**config.mk**
```make
export PLATFORM = sky130hd
export DESIGN_NAME = burst_readout_seq
export DESIGN_NICKNAME = d
export VERILOG_FILES = /design/src/rtl/burst_pkg.sv /design/src/rtl/burst_ctrl.sv /design/src/rtl/burst_snap.sv /design/src/rtl/burst_csum.sv /design/src/rtl/burst_word_mux.sv /design/src/rtl/burst_readout_seq.sv
export SDC_FILE = /design/constraint.sdc
export NUM_CORES = 1
export LEC_CHECK = 0
export BUFFER_PORTS_ARGS = -buffer_cell sky130_fd_sc_hd__buf_2
export CAP_MARGIN = 20
export CORE_AREA = 2 2 191 193
export CTS_CLUSTER_SIZE = 25
export DETAILED_ROUTE_END_ITERATION = 10
export DIE_AREA = 0 0 193 195
export PLACE_DENSITY = 0.8
export SKIP_CTS_REPAIR_TIMING = 1
export SYNTH_ARGS = -nofsm -noshare
export SYNTH_HDL_FRONTEND = slang
export SYNTH_SLANG_ARGS = --single-unit
```
**constraint.sdc**
```tcl
create_clock -name clk -period 9.1 [get_ports clk]
set_clock_uncertainty 0.05 [all_clocks]
set_input_delay 1.82 -clock clk [delete_from_list [all_inputs] [get_ports clk]]
set_output_delay 1.82 -clock clk [all_outputs]
set_load 0.02 [all_outputs]
```
**src/rtl/burst_pkg.sv**
```systemverilog
package burst_pkg;

  typedef enum logic [2:0] {
    SLOT_STAT,
    SLOT_SENS,
    SLOT_TEMP,
    SLOT_TAIL,
    SLOT_CSUM,
    SLOT_PAD
  } slot_kind_e;

  typedef struct packed {
    slot_kind_e kind;
    logic [7:0] sens;   // sensor value number, rate/accel or delta set
    logic       upper;  // 1: bits 31:16 of the value
  } slot_t;

  // Map a record position to its content for a given layout.
  function automatic slot_t decode_slot(input int unsigned idx,
                                        input logic        wide,
                                        input int unsigned axes);
    int unsigned nsens;
    int unsigned span;
    int unsigned rel;
    slot_t       s;
    nsens   = 2 * axes;
    span    = wide ? 2 * nsens : nsens;
    rel     = 0;
    s.kind  = SLOT_PAD;
    s.sens  = '0;
    s.upper = 1'b1;
    if (idx == 0) begin
      s.kind = SLOT_STAT;
    end else if (idx <= span) begin
      rel    = idx - 1;
      s.kind = SLOT_SENS;
      if (wide) begin
        s.sens  = 8'(rel / 2);
        s.upper = ((rel % 2) == 1);
      end else begin
        s.sens  = 8'(rel);
        s.upper = 1'b1;
      end
    end else if (idx == span + 1) begin
      s.kind = SLOT_TEMP;
    end else if (idx == span + 2) begin
      s.kind = SLOT_TAIL;
    end else if (idx == span + 3) begin
      s.kind = SLOT_CSUM;
    end
    return s;
  endfunction

endpackage

```
**src/rtl/burst_ctrl.sv**
```systemverilog
module burst_ctrl #(
  parameter int          AXES = 3,
  parameter int          DW   = 16,
  parameter logic [15:0] CMD  = 16'h6800,
  localparam int LEN_N = 2 * AXES + 4,
  localparam int LEN_W = 4 * AXES + 4,
  localparam int IDX_W = $clog2(LEN_W + 1)
) (
  input  logic             clk,
  input  logic             rst_n,
  input  logic             cs_n,
  input  logic             frm_stb,
  input  logic [DW-1:0]    frm_rx,
  input  logic             wide_q,
  output logic             act_q,
  output logic [IDX_W-1:0] idx_q,
  output logic             start,
  output logic             adv
);

  logic             act_d;
  logic [IDX_W-1:0] idx_d;
  logic [IDX_W-1:0] last_idx;

  assign start    = frm_stb & ~cs_n & ~act_q & (frm_rx == DW'(CMD));
  assign adv      = frm_stb & ~cs_n & act_q;
  assign last_idx = wide_q ? IDX_W'(LEN_W) : IDX_W'(LEN_N);

  always_comb begin
    act_d = act_q;
    idx_d = idx_q;
    if (cs_n) begin
      act_d = 1'b0;
      idx_d = '0;
    end else if (start) begin
      act_d = 1'b1;
      idx_d = '0;
    end else if (adv && (idx_q != last_idx)) begin
      idx_d = idx_q + 1'b1;
    end
  end

  always_ff @(posedge clk or negedge rst_n) begin
    if (!rst_n) begin
      act_q <= 1'b0;
      idx_q <= '0;
    end else begin
      act_q <= act_d;
      idx_q <= idx_d;
    end
  end

endmodule

```
**src/rtl/burst_snap.sv**
```systemverilog
module burst_snap #(
  parameter int AXES = 3,
  parameter int DW   = 16,
  localparam int SW  = 2 * DW,
  localparam int NS  = 2 * AXES
) (
  input  logic               clk,
  input  logic               rst_n,
  input  logic               load,
  input  logic               cfg_wide,
  input  logic               cfg_delta,
  input  logic               cfg_tstamp,
  input  logic [DW-1:0]      st_word,
  input  logic [AXES*SW-1:0] gyro_v,
  input  logic [AXES*SW-1:0] accl_v,
  input  logic [AXES*SW-1:0] dang_v,
  input  logic [AXES*SW-1:0] dvel_v,
  input  logic [DW-1:0]      temp_v,
  input  logic [DW-1:0]      cnt_v,
  input  logic [DW-1:0]      tstamp_v,
  output logic               wide_q,
  output logic [DW-1:0]      st_q,
  output logic [NS*SW-1:0]   sens_q,
  output logic [DW-1:0]      temp_q,
  output logic [DW-1:0]      tail_q
);

  logic             wide_d;
  logic [DW-1:0]    st_d;
  logic [DW-1:0]    temp_d;
  logic [DW-1:0]    tail_d;
  logic [NS*SW-1:0] sens_pick;
  logic [NS*SW-1:0] sens_d;

  // Only the set chosen by cfg_delta is stored: rotation slots first.
  for (genvar k = 0; k < AXES; k++) begin : g_axis
    assign sens_pick[k*SW +: SW]        = cfg_delta ? dang_v[k*SW +: SW] : gyro_v[k*SW +: SW];
    assign sens_pick[(AXES+k)*SW +: SW] = cfg_delta ? dvel_v[k*SW +: SW] : accl_v[k*SW +: SW];
  end

  always_comb begin
    wide_d = load ? cfg_wide  : wide_q;
    st_d   = load ? st_word   : st_q;
    temp_d = load ? temp_v    : temp_q;
    tail_d = load ? (cfg_tstamp ? tstamp_v : cnt_v) : tail_q;
    sens_d = load ? sens_pick : sens_q;
  end

  always_ff @(posedge clk or negedge rst_n) begin
    if (!rst_n) begin
      wide_q <= 1'b0;
      st_q   <= '0;
      temp_q <= '0;
      tail_q <= '0;
      sens_q <= '0;
    end else begin
      wide_q <= wide_d;
      st_q   <= st_d;
      temp_q <= temp_d;
      tail_q <= tail_d;
      sens_q <= sens_d;
    end
  end

endmodule

```
**src/rtl/burst_csum.sv**
```systemverilog
module burst_csum #(
  parameter int DW = 16,
  localparam int NB = DW / 8
) (
  input  logic          clk,
  input  logic          rst_n,
  input  logic          clr,
  input  logic          add,
  input  logic [DW-1:0] word,
  output logic [DW-1:0] sum_q
);

  logic [DW-1:0] sum_d;
  logic [DW-1:0] word_bytes;

  always_comb begin
    word_bytes = '0;
    for (int b = 0; b < NB; b++) begin
      word_bytes = word_bytes + DW'(word[b*8 +: 8]);
    end
  end

  always_comb begin
    sum_d = sum_q;
    if (clr) begin
      sum_d = '0;
    end else if (add) begin
      sum_d = sum_q + word_bytes;
    end
  end

  always_ff @(posedge clk or negedge rst_n) begin
    if (!rst_n) begin
      sum_q <= '0;
    end else begin
      sum_q <= sum_d;
    end
  end

endmodule

```
**src/rtl/burst_word_mux.sv**
```systemverilog
module burst_word_mux
  import burst_pkg::*;
#(
  parameter int AXES = 3,
  parameter int DW   = 16,
  localparam int SW  = 2 * DW,
  localparam int NS  = 2 * AXES,
  localparam int NH  = 2 * NS,
  localparam int HW  = $clog2(NH)
) (
  input  logic             act,
  input  slot_t            slot,
  input  logic [DW-1:0]    st_q,
  input  logic [NS*SW-1:0] sens_q,
  input  logic [DW-1:0]    temp_q,
  input  logic [DW-1:0]    tail_q,
  input  logic [DW-1:0]    sum_q,
  output logic [DW-1:0]    word
);

  logic [DW-1:0] half_w [NH];
  logic [HW-1:0] hsel;

  for (genvar h = 0; h < NH; h++) begin : g_half
    assign half_w[h] = sens_q[h*DW +: DW];
  end

  assign hsel = HW'({slot.sens, slot.upper});

  always_comb begin
    word = '0;
    if (act) begin
      unique case (slot.kind)
        SLOT_STAT: word = st_q;
        SLOT_SENS: word = half_w[hsel];
        SLOT_TEMP: word = temp_q;
        SLOT_TAIL: word = tail_q;
        SLOT_CSUM: word = sum_q;
        default:   word = '0;
      endcase
    end
  end

endmodule

```
**src/rtl/burst_readout_seq.sv**
```systemverilog
module burst_readout_seq
  import burst_pkg::*;
#(
  parameter int          AXES = 3,
  parameter int          DW   = 16,
  parameter logic [15:0] CMD  = 16'h6800,
  localparam int SW    = 2 * DW,
  localparam int NS    = 2 * AXES,
  localparam int LEN_W = 4 * AXES + 4,
  localparam int IDX_W = $clog2(LEN_W + 1)
) (
  input  logic               clk,
  input  logic               rst_n,
  input  logic               cs_n,
  input  logic               frm_stb,
  input  logic [DW-1:0]      frm_rx,
  input  logic               cfg_wide,
  input  logic               cfg_delta,
  input  logic               cfg_tstamp,
  input  logic [DW-1:0]      st_word,
  input  logic [AXES*SW-1:0] gyro_v,
  input  logic [AXES*SW-1:0] accl_v,
  input  logic [AXES*SW-1:0] dang_v,
  input  logic [AXES*SW-1:0] dvel_v,
  input  logic [DW-1:0]      temp_v,
  input  logic [DW-1:0]      cnt_v,
  input  logic [DW-1:0]      tstamp_v,
  output logic               burst_act,
  output logic [DW-1:0]      tx_word
);

  logic [1:0]       rst_sync;
  logic             rst_q;
  logic             act_q;
  logic [IDX_W-1:0] idx_q;
  logic             start;
  logic             adv;
  logic             wide_q;
  logic [DW-1:0]    st_q;
  logic [NS*SW-1:0] sens_q;
  logic [DW-1:0]    temp_q;
  logic [DW-1:0]    tail_q;
  logic [DW-1:0]    sum_q;
  logic             sum_add;
  slot_t            slot;

  // Assert asynchronously, release two clocks later.
  always_ff @(posedge clk or negedge rst_n) begin
    if (!rst_n) begin
      rst_sync <= 2'b00;
    end else begin
      rst_sync <= {rst_sync[0], 1'b1};
    end
  end
  assign rst_q = rst_sync[1];

  burst_ctrl #(.AXES(AXES), .DW(DW), .CMD(CMD)) u_ctrl (
    .clk     (clk),
    .rst_n   (rst_q),
    .cs_n    (cs_n),
    .frm_stb (frm_stb),
    .frm_rx  (frm_rx),
    .wide_q  (wide_q),
    .act_q   (act_q),
    .idx_q   (idx_q),
    .start   (start),
    .adv     (adv)
  );

  burst_snap #(.AXES(AXES), .DW(DW)) u_snap (
    .clk        (clk),
    .rst_n      (rst_q),
    .load       (start),
    .cfg_wide   (cfg_wide),
    .cfg_delta  (cfg_delta),
    .cfg_tstamp (cfg_tstamp),
    .st_word    (st_word),
    .gyro_v     (gyro_v),
    .accl_v     (accl_v),
    .dang_v     (dang_v),
    .dvel_v     (dvel_v),
    .temp_v     (temp_v),
    .cnt_v      (cnt_v),
    .tstamp_v   (tstamp_v),
    .wide_q     (wide_q),
    .st_q       (st_q),
    .sens_q     (sens_q),
    .temp_q     (temp_q),
    .tail_q     (tail_q)
  );

  assign slot = decode_slot(32'(idx_q), wide_q, AXES);

  burst_word_mux #(.AXES(AXES), .DW(DW)) u_mux (
    .act    (act_q),
    .slot   (slot),
    .st_q   (st_q),
    .sens_q (sens_q),
    .temp_q (temp_q),
    .tail_q (tail_q),
    .sum_q  (sum_q),
    .word   (tx_word)
  );

  // Sum each data word as its frame goes out; stop at the checksum slot.
  assign sum_add = adv & (slot.kind != SLOT_CSUM) & (slot.kind != SLOT_PAD);

  burst_csum #(.DW(DW)) u_csum (
    .clk   (clk),
    .rst_n (rst_q),
    .clr   (start),
    .add   (sum_add),
    .word  (tx_word),
    .sum_q (sum_q)
  );

  assign burst_act = act_q;

endmodule

```
After elaboration in Yosys (flattened, before gate mapping)
Cells that the tools add are included.
{"block": "word_totals", "ff_bits": 265, "in_bits": 471, "output_inout_bits": 17, "elab_cells": 73}
{"block": "classes", "add_sub_neg": 7, "magnitude_cmp": 2, "n_eq_ne": 11, "mux": 29, "n_bitwise": 9, "reduce_logical": 6}
{"operator": "$mux W32", "n": 6}
{"operator": "$mux W16", "n": 6}
{"operator": "$pmux W16 S5", "n": 1}
{"operator": "$bmux W16 S4", "n": 1}
{"operator": "$mux W5", "n": 4}
{"operator": "$add A16 B16 Y16", "n": 1}
{"operator": "$eq A16 B15 Y1 const B", "n": 1}
{"operator": "$mux W4", "n": 4}
{"operator": "$eq A5 B5 Y1", "n": 3}
{"operator": "$mux W3", "n": 4}
{"operator": "$add A4 B2 Y5 const B", "n": 2}
{"operator": "$add A8 B8 Y9", "n": 1}
{"operator": "$and A1 B1 Y1", "n": 6}
{"operator": "$eq A3 B2 Y1 const B", "n": 2}
{"operator": "$ne A3 B3 Y1 const B", "n": 2}
{"operator": "$add A4 B1 Y5 const B", "n": 1}
{"operator": "$add A5 B1 Y5 const B", "n": 1}
{"operator": "$ge A5 B5 Y1 const B", "n": 1}
{"operator": "$le A5 B4 Y1", "n": 1}
{"operator": "$logic_not A5 Y1", "n": 1}
{"operator": "$ne A5 B5 Y1", "n": 1}
{"operator": "$not A4 Y5", "n": 1}
{"operator": "$reduce_bool A2 Y1", "n": 2}
{"operator": "$sub A4 B1 Y4 const B", "n": 1}
{"operator": "other kinds (7)", "n": 10}

Longest topological paths before layout
{"block": "logic_depth", "word_depth": 15, "mapped_depth": 25, "mapped_depth_nobuf": 22}

Modules after synthesis
A second synthesis with hierarchy kept.
{"block": "hier_totals", "cells_unflattened": 1522, "hier_area_um2": 15576.2}
{"module": "burst_snap", "n_inst": 1, "cells_each": 972, "area_per_inst_um2": 10974.3, "seq_area_each_um2": 6030.8}
{"module": "burst_word_mux", "n_inst": 1, "cells_each": 290, "area_per_inst_um2": 2278.4, "seq_area_each_um2": 0.0}
{"module": "burst_csum", "n_inst": 1, "cells_each": 162, "area_per_inst_um2": 1451.4, "seq_area_each_um2": 400.4}
{"module": "burst_readout_seq", "n_inst": 1, "cells_each": 58, "area_per_inst_um2": 483.0, "seq_area_each_um2": 50.0}
{"module": "burst_ctrl", "n_inst": 1, "cells_each": 40, "area_per_inst_um2": 389.1, "seq_area_each_um2": 150.1}

Least setup slack after synthesis
OpenSTA, ideal clock, no wires.
{"block": "synth_path", "kind": "register -> register", "start": "reg u_ctrl.idx_q[0]", "end": "reg u_csum.sum_q[14]", "setup_time_ns": 0.079, "arrival_time_ns": 5.491, "required_ns": 8.971, "setup_slack_ns": 3.479, "path_stages_with_launch": 25, "path_cell_list": "dfrtp_1 > clkbuf_2 > inv_1 > ha_1 > or4b_4 > and4_1 > buf_2 > buf_2 > mux2i_1 > mux2i_1 > o22ai_1 > o32ai_1 > ha_1 > a21o_1 > a21oi_1 > o21bai_1 > a21oi_1 > o21ai_0 > xor2_1 > ha_1 > o21ai_0 > nand2b_1 > o211ai_1 > a2111oi_0 > mux2i_1"}
{"block": "synth_via", "elab_chain_len": 14, "elab_cells_between_ends": 34, "cone_classes": "3 x add/sub; 1 x order compare; 9 x eq/ne; 15 x mux; 3 x bitwise; 3 x reduce/logical"}
{"element": "start: declaration", "line": "burst_ctrl.sv:16", "text": "output logic [IDX_W-1:0] idx_q,"}
{"element": "start signal: assignment", "line": "burst_ctrl.sv:49", "text": "idx_q <= idx_d;"}
{"element": "$sub A4 B1 Y4", "line": "burst_pkg.sv:35", "text": "rel = idx - 1;"}
{"element": "$mux W4", "line": "burst_pkg.sv:37", "text": "if (wide) begin"}
{"element": "$mux W4", "line": "burst_pkg.sv:34", "text": "end else if (idx <= span) begin"}
{"element": "$mux W4", "line": "burst_pkg.sv:32", "text": "if (idx == 0) begin"}
{"element": "$not A4 Y5 (implied by the code)", "line": "burst_word_mux.sv:35", "text": "SLOT_SENS: word = half_w[hsel];"}
{"element": "$bmux W16 S4", "line": "burst_word_mux.sv:35"}
{"element": "$mux W16 (implied by the code) (2 in series)", "line": "burst_word_mux.sv:35"}
{"element": "$pmux W16 S5 *", "line": "burst_word_mux.sv:33", "text": "unique case (slot.kind)"}
{"element": "$mux W16 *", "line": "burst_word_mux.sv:32", "text": "if (act) begin"}
{"element": "via tx_word[1]", "line": "burst_readout_seq.sv:29", "text": "output logic [DW-1:0] tx_word"}
{"element": "$add A8 B8 Y9 *", "line": "burst_csum.sv:19", "text": "word_bytes = word_bytes + DW'(word[b*8 +: 8]);"}
{"element": "$add A16 B16 Y16 *", "line": "burst_csum.sv:28", "text": "sum_d = sum_q + word_bytes;"}
{"element": "$mux W16 *", "line": "burst_csum.sv:27", "text": "end else if (add) begin"}
{"element": "$mux W16 *", "line": "burst_csum.sv:25", "text": "if (clr) begin"}
{"element": "end signal: assignment", "line": "burst_csum.sv:36", "text": "sum_q <= sum_d;"}
{"element": "end: declaration", "line": "burst_csum.sv:10", "text": "output logic [DW-1:0] sum_q"}
The timed path passes the listed nets; every way through them passes the cells marked *. The select of a mux whose other input is x is not followed.
A chain may end at the register's enable or synchronous reset.

Worst setup path after layout
{"block": "layout_path", "start": "reg u_snap.wide_q", "end": "reg u_csum.sum_q[11]"}
{"block": "layout_via", "elab_chain_len": 15, "elab_cells_between_ends": 36, "cone_classes": "5 x add/sub; 1 x order compare; 9 x eq/ne; 16 x mux; 3 x bitwise; 2 x reduce/logical"}
{"element": "start: declaration", "line": "burst_snap.sv:21", "text": "output logic wide_q,"}
{"element": "start signal: assignment", "line": "burst_snap.sv:57", "text": "wide_q <= wide_d;"}
{"element": "$mux W4", "line": "burst_pkg.sv:27", "text": "span = wide ? 2 * nsens : nsens;"}
{"element": "$add A4 B2 Y5", "line": "burst_pkg.sv:48", "text": "end else if (idx == span + 3) begin"}
{"element": "$eq A5 B5 Y1", "line": "burst_pkg.sv:48"}
{"element": "$mux W1", "line": "burst_pkg.sv:48"}
{"element": "$mux W3", "line": "burst_pkg.sv:46", "text": "end else if (idx == span + 2) begin"}
{"element": "$mux W3", "line": "burst_pkg.sv:44", "text": "end else if (idx == span + 1) begin"}
{"element": "$mux W3", "line": "burst_pkg.sv:34"}
{"element": "$mux W3", "line": "burst_pkg.sv:32"}
{"element": "$eq A3 B3 Y1, or another cell as far along", "line": "burst_word_mux.sv:33"}
{"element": "$pmux W16 S5", "line": "burst_word_mux.sv:33"}
{"element": "$mux W16", "line": "burst_word_mux.sv:32"}
{"element": "$add A8 B8 Y9", "line": "burst_csum.sv:19"}
{"element": "$add A16 B16 Y16", "line": "burst_csum.sv:28"}
{"element": "$mux W16", "line": "burst_csum.sv:27"}
{"element": "$mux W16", "line": "burst_csum.sv:25"}
Parallel ways exist; a longest one is shown, timed or not. The select of a mux whose other input is x is not followed.

==> impl.org <==
** Worst setup path
- In this run the critical register-to-register path is captured at u_csum.sum_q[11]$_DFFE_PN0P_.
- Worst path required time :: between 9 and 10 ns
- By instance count, the cell type seen most on the critical path is sky130_fd_sc_hd__ha_1.
- R2R Path Start :: u_snap.wide_q$_DFFE_PN0P_
- Family with the most delay on the worst path :: compound AO/OA/AOI/OAI gates
- Crit path max fanout :: between 40 and 50
- Chain of cells forming the critical path :: inv_1 -> ha_1 -> nand3b_1 -> nand4_4 -> buf_4 -> o22ai_1 -> mux2_2 -> nor3_1 -> a211o_1 -> ha_1 -> fa_1 -> a21o_1 -> a21oi_1 -> o21bai_1 -> a21oi_1 -> xnor2_1 -> ha_1 -> a2111oi_0 -> o21ai_0 -> a41oi_1 -> o311ai_0 -> o41ai_1
- Slowest library cell on the worst path :: sky130_fd_sc_hd__nand4_4
- Critical path buffers and inverters :: 2
- STA classifies the critical path startpoint as a register.
- The worst setup path is of the register to register kind.
- Crit end category :: register
- Setup slack on the worst reg-to-reg path comes out at 2.22 ns.
- Delay of the slowest cell on the worst path :: 0.78 ns
- Cell count of the worst reg-to-reg path :: 22
- For the worst setup path, the data arrival time is around 7.3 ns.

** Finish
- Layout cell share with drive strength beyond 1 :: between 20% and 30%
- Fill cells in the final layout number about 3.3k.
- Cell Count, Final, Fillers Out :: approximately 2.4k
- The number of antenna diodes in the final layout is 0.
- Leaving out fill and tap cells, the most frequent cell in the layout is sky130_fd_sc_hd__buf_2.
- In the final design database the tool counted between 2k and 2.5k nets.
- Layout overhead on the synthesized area :: 24.2%
- Leaving out fill and tap cells, the most frequent cells in the layout are sky130_fd_sc_hd__buf_2 (486), sky130_fd_sc_hd__nand2_1 (352), sky130_fd_sc_hd__mux2i_1 (279).
- Measured on the finished design, the core utilization comes to 52.1%.

** Placed design
- Prior to clock tree synthesis, the placed netlist has a worst setup slack of between 2 and 2.5 ns.
- The wire-length estimate of the detail-placed layout is between 30 and 40 mm.
- Placer's final routability congestion estimate :: 0.956
- Buffers added on ports :: a little under 500
- After detailed placement, the design holds a cell count of about 2.4k.

** STA
- Final WS setup :: 2.22 ns
- The number of endpoints with negative hold slack in the final report is 0.
- Worst slew margin relative to its limit :: 30.2%
- Setup violations remaining at the end of the flow were counted as 0.
- Final hold analysis gives a worst-case slack of between 0.3 and 0.4 ns.
- In the final timing run, aggregate negative setup slack is 0 ns.
- At the pin with the least slew margin, the transition time is approximately 1.0 ns.
- The number of pins with negative max-slew slack in the final report came to 0.
- Derived from the worst setup path, the maximum achievable clock frequency is 145 MHz.
- After layout, the worst path uses ~76% of the clock period.
- The smallest clock period supported by the final layout is computed as 6.88 ns.
- Setup repair after global routing left no endpoint under its margin.

** Floorplanning
- Die width :: just under 200 µm
- For this configuration, the core starts out at a cell density of 42.0%.
- The die is just under 200 µm tall.
- The floorplan step defined a die boundary enclosing ~0.038 mm².
- The floorplan has a little under 70 rows.
- Total core area :: about 0.035 mm²
- I/O pin total :: slightly below 500

** Run status
- The run finished with clean final reports.

** Logic synthesis
- For this run, asynchronously set or reset flops after synthesis account for 100%.
- Counting flops with a built-in enable in the synthesized netlist gives 0.
- Biggest area consumer among synthesized cells :: sky130_fd_sc_hd__dfrtp_1
- The average instance in the mapped netlist occupies about 9.6 µm².
- Most common flop cell mapped by yosys :: sky130_fd_sc_hd__dfrtp_1
- The mapped netlist covers ~0.015 mm².
- Synth cell types :: 62
- The share of synthesized area in the top cell type comes to 44.7%.
- After synthesis the netlist holds a flip-flop and latch count of between 200 and 300.
- Post-Synthesis Net Count :: approximately 2.0k
- Share of the yosys chip area belonging to registers :: 44.7%
- Cell types with the largest area share after synthesis :: sky130_fd_sc_hd__dfrtp_1 (45%), sky130_fd_sc_hd__mux2i_1 (19%), sky130_fd_sc_hd__nand2_1 (8.9%)
- For this run, the number of Yosys warnings is 0.
- Synthesis handed over a netlist of about 1.6k instances.

** Detailed routing
- Post-DRT Antenna Nets :: 0
- Met2 wire length :: roughly 25 mm
- After detailed routing, the total wire length is just over 50 mm.
- The first routing iteration left between 900 and 1k violations.
- Total iterations of the first detailed-routing run :: 6
- In the final routed layout, each cell accounts on average for 20.6 µm.
- Wire length on met3 :: roughly 3.6 mm
- The routed layout has approximately 13k vias.
- Number of design rule violations left after detail routing :: 0
- Top layer used by detailed routing :: met5
- In the routed layout, each cell is associated on average with a via count of approximately 5.4.
- In the final routing, the length of wire on met1 measures 20.1 mm.

** Global routing
- The total overflow left after global routing is 0.
- The initial antenna violation count is 1.
- Total global-route track usage :: 26.0%
- The number of global-route vias before repair was between 10k and 15k.
- Largest net degree at the start of global routing :: 243
- Global-route wire length before repair :: around 74 mm

** Clocking
- Clock root buffer :: sky130_fd_sc_hd__clkbuf_16
- TritonCTS clock tree :: built
- Number of H-tree levels :: 1
- Counting the buffers created by CTS gives 30.
- The longest clock path from root to sink contains 3 buffers.
- Worst skew pair latency :: 0.57 ns
- Clock transition at path regs :: 0.06 ns
- The clock net in this run drives a total of around 270 sinks.

** Power and ir drop
- For this design the ratio of total power to cell area is 139 mW/mm².
- Leakage component of the power :: just under 10 nW
- VDD sags by at most between 0.0001 and 0.00015 V.

** Worst hold path
- Counting instances, the worst hold path has a depth of 0.
- The path with the worst hold slack has its endpoint at rst_sync[1]$_DFF_PN0_.
- The min-delay analysis places its worst path in the category register to register.
- Worst hold start :: rst_sync[0]$_DFF_PN0_

** Job
- Maximum Capacitance Violations :: 0
-- how the worst max path moves through the flow --
stage / start / to / slack, ns / depth (start not counted)
global route: u_snap.wide_q$_DFFE_PN0P_ / u_csum.sum_q[11]$_DFFE_PN0P_ / 1.72 / 22
global placement: u_ctrl.idx_q[0]$_DFFE_PN0P_ / u_csum.sum_q[13]$_DFFE_PN0P_ / 2.27 / 21
CTS: u_ctrl.idx_q[0]$_DFFE_PN0P_ / u_csum.sum_q[13]$_DFFE_PN0P_ / 2.10 / 20
finish: u_snap.wide_q$_DFFE_PN0P_ / u_csum.sum_q[11]$_DFFE_PN0P_ / 2.22 / 22
detailed placement: u_ctrl.idx_q[0]$_DFFE_PN0P_ / u_csum.sum_q[13]$_DFFE_PN0P_ / 2.12 / 20
floorplan: rst_sync[1]$_DFF_PN0_ / u_csum.sum_q[0]$_DFFE_PN0P_ / 1.12 / 0
-- cell usage after synthesis (all sizes together), types with 4 or more instances --
cell,instances
o22ai,34
a21oi,26
inv,15
a21o,5
o21bai,4
clkbuf,65
a221o,15
nand2b,7
nor3,11
o21ai,227
nor2b,4
dfrtp,265
nand3,29
buf,56
a22oi,16
mux2,4
nand2,352
a21boi,17
nor2,5
a222oi,16
xnor2,10
xor2,11
o32ai,15
mux2i,279
ha,23
-- power breakdown --
part	total (mW)	switching (mW)	internal [mW]
Sequential	1.18	0.00466	1.18
Combinational	0.231	0.113	0.118
Clock	1.16	0.492	0.663
-- layout make-up --
cell class                      count  area [µm²]  share of cell area, %
Clock buffer                       39         825                   4.47
Clock inverter                     13         113                  0.611
Inverter                           15        56.3                  0.305
Multi-Input combinational cell   1151        7570                   41.1
Sequential cell                   265        6640                   36.0
Tap cell                          461         577                   3.13
Timing Repair Buffer              505        2660                   14.4
-- routing by layer --
metal  global-route usage (%)  up-vias
met5                        0        -
met4                     9.40        2
met3                     4.30       94
met2                     44.9      498
met1                     32.8     6175
li1                         -     6376
-- cell families after synthesis --
family          after synthesis  share of synthesized area, %
flops                       265                          44.7
simple gates                430                          12.2
other cells                   1                        0.0253
mux                         283                          19.1
buf+inv                     136                          4.52
compound gates              391                          16.0
fa+ha+maj                    25                          2.21
xor+xnor                     21                          1.24
-- state kept, by name, summed over array words and instances (netlist names) --
name	cells
rst_sync	2
u_snap.tail_q	16
u_ctrl.idx_q	5
u_snap.temp_q	16
u_snap.sens_q	192
u_snap.wide_q	1
u_ctrl.act_q	1
u_csum.sum_q	16
u_snap.st_q	16
-- through the flow --
stage	power, mW	area, µm²
after floorplan	1.30	14800
after global placement	1.44	17400
after detailed placement	1.44	17400
after CTS	2.60	18300
after global routing	2.67	18400
final	2.57	18400
(Power assumes the default switching activity.)
